### src/rtl/i2c_tls_pkg.sv
package i2c_tls_pkg;
    localparam int REG_W  = 32;
    localparam int ADDR_W = 3;

    // status bit positions
    localparam int ST_TXCOMP = 0;
    localparam int ST_RXRDY  = 1;
    localparam int ST_TXRDY  = 2;
    localparam int ST_OVR    = 6;
    localparam int ST_UNR    = 7;
    localparam int ST_NACK   = 8;
    localparam int ST_LOCK   = 23;

    // control bit positions
    localparam int CT_START   = 0;
    localparam int CT_RDIR    = 1;
    localparam int CT_THRCLR  = 24;
    localparam int CT_RHRCLR  = 25;
    localparam int CT_LOCKCLR = 26;

    localparam logic [REG_W-1:0] MASKABLE =
        (REG_W'(1) << ST_TXCOMP) | (REG_W'(1) << ST_RXRDY) |
        (REG_W'(1) << ST_TXRDY)  | (REG_W'(1) << ST_NACK);

    typedef enum logic [ADDR_W-1:0] {
        RA_CTRL = 3'd0,
        RA_STAT = 3'd1,
        RA_IEN  = 3'd2,
        RA_IDIS = 3'd3,
        RA_MASK = 3'd4,
        RA_RXD  = 3'd5,
        RA_TXD  = 3'd6
    } reg_addr_e;
endpackage

### src/rtl/i2c_tls_hold.sv
module i2c_tls_hold #(
    parameter int DW = 8
) (
    input  logic          clk,
    input  logic          rst_n,
    input  logic          thr_wr,
    input  logic [DW-1:0] thr_wdata,
    input  logic          thr_clr,
    input  logic          pop_ok,
    input  logic          rx_push,
    input  logic [DW-1:0] rx_byte,
    input  logic          rhr_rd,
    input  logic          rhr_clr,
    output logic          thr_full,
    output logic [DW-1:0] thr_data,
    output logic          rhr_full,
    output logic [DW-1:0] rhr_data
);
    typedef struct packed {
        logic [DW-1:0] thr;
        logic          thr_full;
        logic [DW-1:0] rhr;
        logic          rhr_full;
    } hold_t;

    hold_t hold_d, hold_q;

    always_comb begin
        hold_d = hold_q;
        // transmit side: pop, then flush, then a new write
        if (pop_ok)  hold_d.thr_full = 1'b0;
        if (thr_clr) hold_d.thr_full = 1'b0;
        if (thr_wr) begin
            hold_d.thr_full = 1'b1;
            hold_d.thr      = thr_wdata;
        end
        // receive side: read, then flush, then a new byte
        if (rhr_rd)  hold_d.rhr_full = 1'b0;
        if (rhr_clr) hold_d.rhr_full = 1'b0;
        if (rx_push) begin
            hold_d.rhr_full = 1'b1;
            hold_d.rhr      = rx_byte;
        end
    end

    always_ff @(posedge clk or negedge rst_n) begin
        if (!rst_n) hold_q <= '0;
        else        hold_q <= hold_d;
    end

    assign thr_full = hold_q.thr_full;
    assign thr_data = hold_q.thr;
    assign rhr_full = hold_q.rhr_full;
    assign rhr_data = hold_q.rhr;

    a_r12_pop_empties: assert property (@(posedge clk) disable iff (!rst_n)
        (pop_ok && !thr_wr) |=> !thr_full);
    a_r6_push_fills: assert property (@(posedge clk) disable iff (!rst_n)
        rx_push |=> (rhr_full && rhr_data == $past(rx_byte)));
endmodule

### src/rtl/i2c_tls_flags.sv
module i2c_tls_flags (
    input  logic clk,
    input  logic rst_n,
    input  logic thr_wr,
    input  logic start_rd,
    input  logic stop_ev,
    input  logic nack_ev,
    input  logic thr_full,
    input  logic rhr_full,
    input  logic tx_pop,
    input  logic rx_push,
    input  logic rhr_rd,
    input  logic stat_rd,
    input  logic lock_clr,
    input  logic thr_clr,
    output logic txcomp,
    output logic ovr,
    output logic unr,
    output logic nack,
    output logic lock
);
    typedef struct packed {
        logic txcomp;
        logic ovr;
        logic unr;
        logic nack;
        logic lock;
    } flags_t;

    flags_t fl_d, fl_q;
    logic   ovr_ev, unr_ev;

    always_comb begin
        ovr_ev = rx_push && rhr_full && !rhr_rd;
        unr_ev = tx_pop && !fl_q.lock && !thr_full;

        fl_d      = fl_q;
        fl_d.nack = (fl_q.nack && !stat_rd) || nack_ev;
        fl_d.ovr  = (fl_q.ovr  && !stat_rd) || ovr_ev;
        fl_d.unr  = (fl_q.unr  && !stat_rd) || unr_ev;
        fl_d.lock = (fl_q.lock && !lock_clr) || nack_ev;

        if (nack_ev)                     fl_d.txcomp = 1'b1;
        else if (thr_wr || start_rd)     fl_d.txcomp = 1'b0;
        else if (thr_clr && fl_q.lock)   fl_d.txcomp = 1'b1;
        else if (stop_ev && !thr_full)   fl_d.txcomp = 1'b1;
    end

    always_ff @(posedge clk or negedge rst_n) begin
        if (!rst_n) begin
            fl_q        <= '0;
            fl_q.txcomp <= 1'b1;
        end else begin
            fl_q <= fl_d;
        end
    end

    assign txcomp = fl_q.txcomp;
    assign ovr    = fl_q.ovr;
    assign unr    = fl_q.unr;
    assign nack   = fl_q.nack;
    assign lock   = fl_q.lock;

    a_r2_txcomp_drop: assert property (@(posedge clk) disable iff (!rst_n)
        (thr_wr && !nack_ev) |=> !txcomp);
    a_r3_nack_sets: assert property (@(posedge clk) disable iff (!rst_n)
        nack_ev |=> (nack && lock && txcomp));
    a_r5_lock_hold: assert property (@(posedge clk) disable iff (!rst_n)
        (lock && !lock_clr) |=> lock);
    a_r7_overrun: assert property (@(posedge clk) disable iff (!rst_n)
        (rx_push && rhr_full && !rhr_rd) |=> ovr);
    a_r4_no_unr_locked: assert property (@(posedge clk) disable iff (!rst_n)
        (lock && !unr && !stat_rd && !lock_clr && !nack_ev) |=> (lock && !unr));
endmodule

### src/rtl/i2c_tls_irq.sv
module i2c_tls_irq
    import i2c_tls_pkg::*;
(
    input  logic             clk,
    input  logic             rst_n,
    input  logic             ien_wr,
    input  logic             idis_wr,
    input  logic [REG_W-1:0] wdata,
    input  logic [REG_W-1:0] status,
    output logic [REG_W-1:0] mask,
    output logic             irq
);
    logic [REG_W-1:0] mask_d, mask_q;
    logic [REG_W-1:0] hit;

    always_comb begin
        mask_d = mask_q;
        if (ien_wr)  mask_d = mask_d | (wdata & MASKABLE);
        if (idis_wr) mask_d = mask_d & ~wdata;
    end

    always_ff @(posedge clk or negedge rst_n) begin
        if (!rst_n) mask_q <= '0;
        else        mask_q <= mask_d;
    end

    for (genvar b = 0; b < REG_W; b++) begin : g_hit
        assign hit[b] = status[b] & mask_q[b];
    end

    assign mask = mask_q;
    assign irq  = |hit;

    a_r10_ien: assert property (@(posedge clk) disable iff (!rst_n)
        ien_wr |=> ((mask & ($past(wdata) & MASKABLE)) == ($past(wdata) & MASKABLE)));
    a_r10_idis: assert property (@(posedge clk) disable iff (!rst_n)
        idis_wr |=> ((mask & $past(wdata)) == '0));
endmodule

### src/rtl/i2c_tls_top.sv
module i2c_tls_top
    import i2c_tls_pkg::*;
#(
    parameter int DW = 8
) (
    input  logic              clk,
    input  logic              rst_n,
    input  logic              bus_wr,
    input  logic              bus_rd,
    input  logic [ADDR_W-1:0] bus_addr,
    input  logic [REG_W-1:0]  bus_wdata,
    output logic [REG_W-1:0]  bus_rdata,
    input  logic              eng_tx_pop,
    output logic              eng_tx_grant,
    output logic [DW-1:0]     eng_tx_byte,
    input  logic              eng_rx_push,
    input  logic [DW-1:0]     eng_rx_byte,
    input  logic              eng_nack,
    input  logic              eng_stop,
    output logic              dma_tx_req,
    output logic              dma_rx_req,
    output logic              irq
);
    localparam int PAD_W = REG_W - DW;

    logic ctrl_wr, thr_wr, ien_wr, idis_wr, stat_rd, rhr_rd;
    logic start_rd, thr_clr, rhr_clr, lock_clr, pop_ok;
    logic thr_full, rhr_full;
    logic [DW-1:0] thr_data, rhr_data;
    logic txcomp, ovr, unr, nack, lock;
    logic [REG_W-1:0] status, mask;

    always_comb begin
        ctrl_wr  = bus_wr && (bus_addr == RA_CTRL);
        thr_wr   = bus_wr && (bus_addr == RA_TXD);
        ien_wr   = bus_wr && (bus_addr == RA_IEN);
        idis_wr  = bus_wr && (bus_addr == RA_IDIS);
        stat_rd  = bus_rd && (bus_addr == RA_STAT);
        rhr_rd   = bus_rd && (bus_addr == RA_RXD);
        start_rd = ctrl_wr && bus_wdata[CT_START] && bus_wdata[CT_RDIR];
        thr_clr  = ctrl_wr && bus_wdata[CT_THRCLR];
        rhr_clr  = ctrl_wr && bus_wdata[CT_RHRCLR];
        lock_clr = ctrl_wr && bus_wdata[CT_LOCKCLR];
        pop_ok   = eng_tx_pop && thr_full && !lock;
    end

    i2c_tls_hold #(.DW(DW)) u_hold (
        .clk       (clk),
        .rst_n     (rst_n),
        .thr_wr    (thr_wr),
        .thr_wdata (bus_wdata[DW-1:0]),
        .thr_clr   (thr_clr),
        .pop_ok    (pop_ok),
        .rx_push   (eng_rx_push),
        .rx_byte   (eng_rx_byte),
        .rhr_rd    (rhr_rd),
        .rhr_clr   (rhr_clr),
        .thr_full  (thr_full),
        .thr_data  (thr_data),
        .rhr_full  (rhr_full),
        .rhr_data  (rhr_data)
    );

    i2c_tls_flags u_flags (
        .clk      (clk),
        .rst_n    (rst_n),
        .thr_wr   (thr_wr),
        .start_rd (start_rd),
        .stop_ev  (eng_stop),
        .nack_ev  (eng_nack),
        .thr_full (thr_full),
        .rhr_full (rhr_full),
        .tx_pop   (eng_tx_pop),
        .rx_push  (eng_rx_push),
        .rhr_rd   (rhr_rd),
        .stat_rd  (stat_rd),
        .lock_clr (lock_clr),
        .thr_clr  (thr_clr),
        .txcomp   (txcomp),
        .ovr      (ovr),
        .unr      (unr),
        .nack     (nack),
        .lock     (lock)
    );

    always_comb begin
        status            = '0;
        status[ST_TXCOMP] = txcomp;
        status[ST_RXRDY]  = rhr_full;
        status[ST_TXRDY]  = !thr_full;
        status[ST_OVR]    = ovr;
        status[ST_UNR]    = unr;
        status[ST_NACK]   = nack;
        status[ST_LOCK]   = lock;
    end

    i2c_tls_irq u_irq (
        .clk     (clk),
        .rst_n   (rst_n),
        .ien_wr  (ien_wr),
        .idis_wr (idis_wr),
        .wdata   (bus_wdata),
        .status  (status),
        .mask    (mask),
        .irq     (irq)
    );

    always_comb begin
        bus_rdata = '0;
        if (bus_rd) begin
            case (bus_addr)
                RA_STAT: bus_rdata = status;
                RA_MASK: bus_rdata = mask;
                RA_RXD:  bus_rdata = {{PAD_W{1'b0}}, rhr_data};
                default: bus_rdata = '0;
            endcase
        end
    end

    assign eng_tx_grant = pop_ok;
    assign eng_tx_byte  = thr_data;
    assign dma_tx_req   = !thr_full && !lock;
    assign dma_rx_req   = rhr_full;

    a_r4_no_dma_after_nack: assert property (@(posedge clk) disable iff (!rst_n)
        eng_nack |=> !dma_tx_req);
    a_r4_no_grant_after_nack: assert property (@(posedge clk) disable iff (!rst_n)
        eng_nack |=> !eng_tx_grant);
endmodule

### config.mk
export PLATFORM = sky130hd
export DESIGN_NAME = i2c_tls_top
export DESIGN_NICKNAME = d
export VERILOG_FILES = /design/src/rtl/i2c_tls_pkg.sv /design/src/rtl/i2c_tls_hold.sv /design/src/rtl/i2c_tls_flags.sv /design/src/rtl/i2c_tls_irq.sv /design/src/rtl/i2c_tls_top.sv
export SDC_FILE = /design/constraint.sdc
export NUM_CORES = 1
export LEC_CHECK = 0
export ABC_AREA = 1
export CAP_MARGIN = 25
export CORE_UTILIZATION = 44
export CTS_BUF_LIST = sky130_fd_sc_hd__clkbuf_8 sky130_fd_sc_hd__clkbuf_16
export DETAILED_ROUTE_END_ITERATION = 10
export PLACE_DENSITY = 0.81
export RECOVER_POWER = 50
export SYNTH_ARGS = -nofsm -noshare
export SYNTH_HDL_FRONTEND = slang
export SYNTH_SLANG_ARGS = --single-unit
export TNS_END_PERCENT = 30
### constraint.sdc
create_clock -name clk -period 1.27 [get_ports clk]
set_clock_uncertainty 0.15 [all_clocks]
set_input_delay 0.127 -clock clk [delete_from_list [all_inputs] [get_ports clk]]
set_output_delay 0.127 -clock clk [all_outputs]
set_load 0.02 [all_outputs]
# Word-level counts from Yosys, hierarchy flattened
# Index checks and enable logic that the tools add are counted.
# totals
regBits,55
output_inout_bits,44
inputBits,51
word_cells,79
# op_classes
reduce_logical,39
n_mux,14
bitwise_logic,10
n_eq_ne,6
# op_table
cell,n
32-bit 2-to-1 mux,3
32-bit case mux with 3 select lines,1
32-bit AND,1
32-bit NOT,1
32-bit by 9-bit OR with 32-bit output,1
1-bit logical AND,24
1-bit 2-to-1 mux,10
"3-bit equality test, second input constant",3
1-bit AND,7
7-bit OR reduction,1
"3-bit by 2-bit equality test with 1-bit output, second input constant",2
3-bit nonzero test,2
1-bit zero test,5
1-bit logical OR,5
4-bit nonzero test,1
"3-bit by 1-bit equality test with 1-bit output, second input constant",1
3-bit zero test,1

# Longest topological paths before layout
# depth
depth_word,7
ltp_mapped,7
ltp_nobuf,7

# Hierarchy
# A second synthesis with hierarchy kept.
# hier_totals
cells_unflattened,371
hier_area_um2,2795.2
# modules_own_cells
module,instances,seq_area_each_um2,cells_each,area_each_um2
i2c_tls_irq,1,800.8,138,1336.3
i2c_tls_hold,1,450.4,77,688.2
i2c_tls_top,1,0.0,132,561.8
i2c_tls_flags,1,126.4,24,209.0

# Least setup slack after synthesis
# OpenSTA, ideal clock, no wires.
# synth_path
path_kind,input to output
start,input bus_addr[2]
end,output bus_rdata[10]
required_ps,993
stages,6
slack_ps,-33
path_buffers,2
arrival_ps,1026
cell_sequence,buf_4 nand2_1 nor2_4 nand2_1 buf_2 nor2_1
# synth_between
elab_chain_cells,3
word_cells_on_any_way,5
cone_classes,3 x eq/ne; 2 x mux
# synth_rtl
element,line_no,rtl
from (decl),i2c_tls_top.sv:10,"input logic [ADDR_W-1:0] bus_addr,"
3-bit equality test / 3-bit by 1-bit equality test with 1-bit output (equally long branches),i2c_tls_top.sv:111,case (bus_addr)
32-bit case mux with 3 select lines (*),i2c_tls_top.sv:111,
32-bit 2-to-1 mux (*),i2c_tls_top.sv:110,if (bus_rd) begin
to (decl),i2c_tls_top.sv:12,"output logic [REG_W-1:0] bus_rdata,"
# Every way passes the cells marked *; elsewhere a longest branch is shown, timed or not.

# Worst setup path in the final report
# layout_path
start,"register u_hold.hold_q, in the netlist u_hold.thr_full"
end,output bus_rdata[2]
# layout_between
elab_chain_cells,3
# layout_rtl
element,line_no,rtl
from (decl),i2c_tls_hold.sv:26,"hold_t hold_d, hold_q;"
from (signal assigned),i2c_tls_hold.sv:48,else hold_q <= hold_d;
1-bit zero test,i2c_tls_top.sv:90,status[ST_TXRDY] = !thr_full;
32-bit case mux with 3 select lines,i2c_tls_top.sv:111,
32-bit 2-to-1 mux,i2c_tls_top.sv:110,
# No other way between the ends.

==> results by group <==
Global routing
  • Peak-usage layer in the global routing report: met2
  • Grt total ovfl: 0
  • Via count of the first global-routing pass: 2679
  • Overall fraction of global-route tracks in use: 0.284
  • Met3 global-route usage: 0.0595
  • Global-route wire length before repair: 13.0 mm
  • Number of antenna violations at the first check in global routing: 0
  • Met1 track utilization from global routing: 0.337
  • Met2 layer usage reported by global route: 0.504
  • Maximum number of pins on one net before global-route repair: 35

Worst setup path
  • Largest driver fanout on the critical path: 3
  • CP Data Required Time: 0.99 ns
  • Top cell family by delay on the critical path: flip-flops
  • Data arrival time of the critical path: 1.29 ns
  • Minimum setup slack among reg-to-reg paths: -0.01 ns
  • Startpoint Class: register
  • Cell-by-cell trace of the critical path: buf_6, nor2_1, nor2_1, nor2_1, buf_4
  • Count of buffering cells on the critical path with inverters included: 2
  • CP max stage delay: 0.44 ns
  • CP dominant cell by count: nor2_1
  • Destination of the worst register-to-register timing path: u_flags.unr$_DFF_PN0_
  • Kind of critical path: register to output pin
  • Critical Path End Type: output pin
  • Slowest-stage cell, CP: dfrtp_2
  • Reg-to-reg startpoint: u_flags.lock$_DFF_PN0_
  • Worst Reg-to-Reg Cells: 6

CTS
  • Inserted Clock Buffers: 5
  • Number of buffers on the longest clock path: 2
  • Clk pin slew, worst setup/hold paths: 0.10 ns
  • Clock insertion delay at the later pin of the skew report: 0.30 ns
  • TritonCTS sink count: 55
  • CTS tree: built
  • Clock root buffer: clkbuf_8
  • H-tree levels: 2

Place
  • Port Buffers: 94
  • Gpl congestion: 0.910
  • Minimum setup slack after placement: -0.982 ns
  • Half-perimeter wire length after detailed placement: 4.87 mm

Synth
  • Net count after synthesis: 356
  • Top cells by area in the synthesized netlist: dfrtp_1, nand2_1, inv_1
  • Synth top area share: 0.545
  • Post-synthesis cell count: 305
  • Number of distinct library cell variants in the gate-level netlist after synthesis: 21
  • Post-synthesis cell area: 2480 µm²
  • YS warnings: 0
  • Number of storage elements in the synthesis netlist: 55
  • Avg Synthesized Cell Area: 8.13 µm²
  • Sequential area share after synthesis: 0.555
  • Most area-hungry cell type in the Yosys netlist: dfrtp_1

STA
  • Max transition margin: 0.710
  • Tmin final: 1.57 ns
  • Final Hold Fails: 0
  • RSZ-0062 raised after global routing: true
  • Final-report setup violation count: 28
  • Transition time at the pin with the least slew margin: 0.436 ns
  • Post-route clock period utilization: 1.24
  • Post-layout worst setup margin: -0.302 ns
  • Fmax: 636 MHz
  • Max-slew violation count: 0

Min path
  • Number of cells traversed by the worst hold path: 6
  • Beginning of the worst hold path: bus_addr[0]
  • Hold/Removal Path Class: input port to register

Die
  • Area of the die: 5940 µm²
  • Die Y-Extent: 77.1 µm
  • Area of the core: 5270 µm²
  • Total number of placement rows: 26
  • Total I/O pin count: 95
  • Die Width: 77.1 µm
  • Effective utilization at floorplan: 0.471

Cells and area
  • Final Util: 0.821
  • Fraction of final layout cells with drive strength greater than 1: 0.369
  • Register area: 1380 µm²
  • Area delta synth->final: 74.6%
  • Layout net count: 500
  • Footprint of the multi-input gates: 1080 µm²
  • Commonest non-fill, non-tap cells in the layout: nand2_1, dfrtp_1, clkdlybuf4s50_1
  • Fill cell count: 335
  • Number of diodes added for antenna fixing: 0
  • Most common library cell in the layout ignoring fill and taps: nand2_1

Drt
  • Vias post-DR: 2593
  • Wire per inst: 15.8 µm
  • Vias per inst: 4.99
  • Final ANT Viol Nets: 0
  • Total Wirelength: 8.22 mm
  • Initial drt markers: 80
  • DRC violation count after routing: 0
  • First-pass detailed-route iteration total: 4

Pwr
  • Peak supply drop: 566 µV
  • Static Leak: 2.12 nW
  • Pwr Density: 1020 nW/µm²

Outcome
  • Outcome: complete, but fails checks
  • Violations in the final reports: setup timing

Run
  • Number of violations of the max-capacitance limit: 0
==> metal layers <==
| layer | vias up | wire, µm | share of wire |
|---|---|---|---|
| li1 | 1227 | - | - |
| met1 | 1222 | 3250 | 0.40 |
| met2 | 122 | 4080 | 0.50 |
| met3 | 22 | 630 | 0.077 |
| met4 | 0 | 256 | 0.031 |
| met5 | - | 0 | 0 |
==> worst max path at each step <==
| stage | cells past startpoint | slack, ns | to | from |
|---|---|---|---|---|
| 2_1_floorplan | 6 | -0.03 | bus_rdata[10] | bus_addr[2] |
| 3_3_place_gp | 7 | -0.92 | bus_rdata[22] | bus_addr[0] |
| 3_5_place_dp | 7 | -0.98 | bus_rdata[25] | bus_addr[2] |
| 4_1_cts | 5 | -0.33 | irq | u_flags.txcomp$_DFFE_PN1P_ |
| 5_1_grt | 5 | -0.37 | irq | register |
| 6_report | 5 | -0.30 | bus_rdata[2] | u_hold.thr_full$_DFFE_PN0P_ |
==> sequential cells by signal, summed over array words and instances (netlist names), named ones only <==
name and cells:
u_hold.rhr_data 8, u_hold.rhr_full 1, u_irq.mask 28, u_flags.lock 1
u_flags.txcomp 1, u_flags.nack 1, u_hold.thr_full 1, u_flags.ovr 1
u_flags.unr 1, u_hold.thr_data 8
==> power breakdown <==
| part | internal, mW | switching (mW) |
|---|---|---|
| Combinational | 0.616 | 0.681 |
| Sequential | 1.99 | 0.138 |
| Clock | 0.446 | 0.560 |
| Total | 3.05 | 1.38 |
==> cell families after synthesis <==
logic type	share of synthesized area
AO/OA/AOI/OAI	0.136
buffers and inverters	0.109
flip-flops	0.556
AND/OR/NAND/NOR	0.200
==> synth_stat cells (all sizes together) <==
library cell / n
dfrtp: 54
inv: 58
and3: 1
a21oi: 29
o22ai: 1
a21boi: 6
o21ai: 22
clkbuf: 2
dfstp: 1
buf: 7
nor3: 1
nand3: 11
a22oi: 4
nand2: 60
nand4: 2
nor2: 46
==> worst register-to-register path: stages, from the launching register on <==
cell and delay [ns]:
dfrtp_2 0.46, buf_6 0.15, inv_4 0.05, nand2_4 0.05, buf_6 0.11, buf_6 0.11, o22ai_2 0.13
==> stage by stage <==
stage                     hold slack [ns]  instance area, µm²  std cells  TNS, ns  power, mW
after CTS                           0.106                4210        516    -3.07       4.32
after floorplan                    -0.319                2480        305   -0.697       2.54
after global routing                0.133                4330        520    -5.14       4.67
after detailed placement          -0.0880                3790        499   -51.29       3.20
final                              0.0945                4330        520    -3.41       4.43
after global placement            -0.0894                3790        499   -47.51       3.17
==> final cells by class <==
class / count / area share
multi-input cells: 183 / 0.250
well taps: 70 / 0.0202
clock buffers: 6 / 0.0191
clock inverters: 2 / 0.00376
inverters: 58 / 0.0520
flip-flops and latches: 55 / 0.319
repair buffers: 146 / 0.336
==> timing repair <==
action | in CTS | in global routing
endpoints found under the hold margin | 55 | 0
gates resized for setup | 298 | 55
pin swaps | 16 | 7
hold buffers | 1 | 0
gates cloned | 3 | 0
setup buffers | 5 | 5
setup endpoints to repair | 89 | 52
Note: power is estimated with default switching activity, not from simulation.
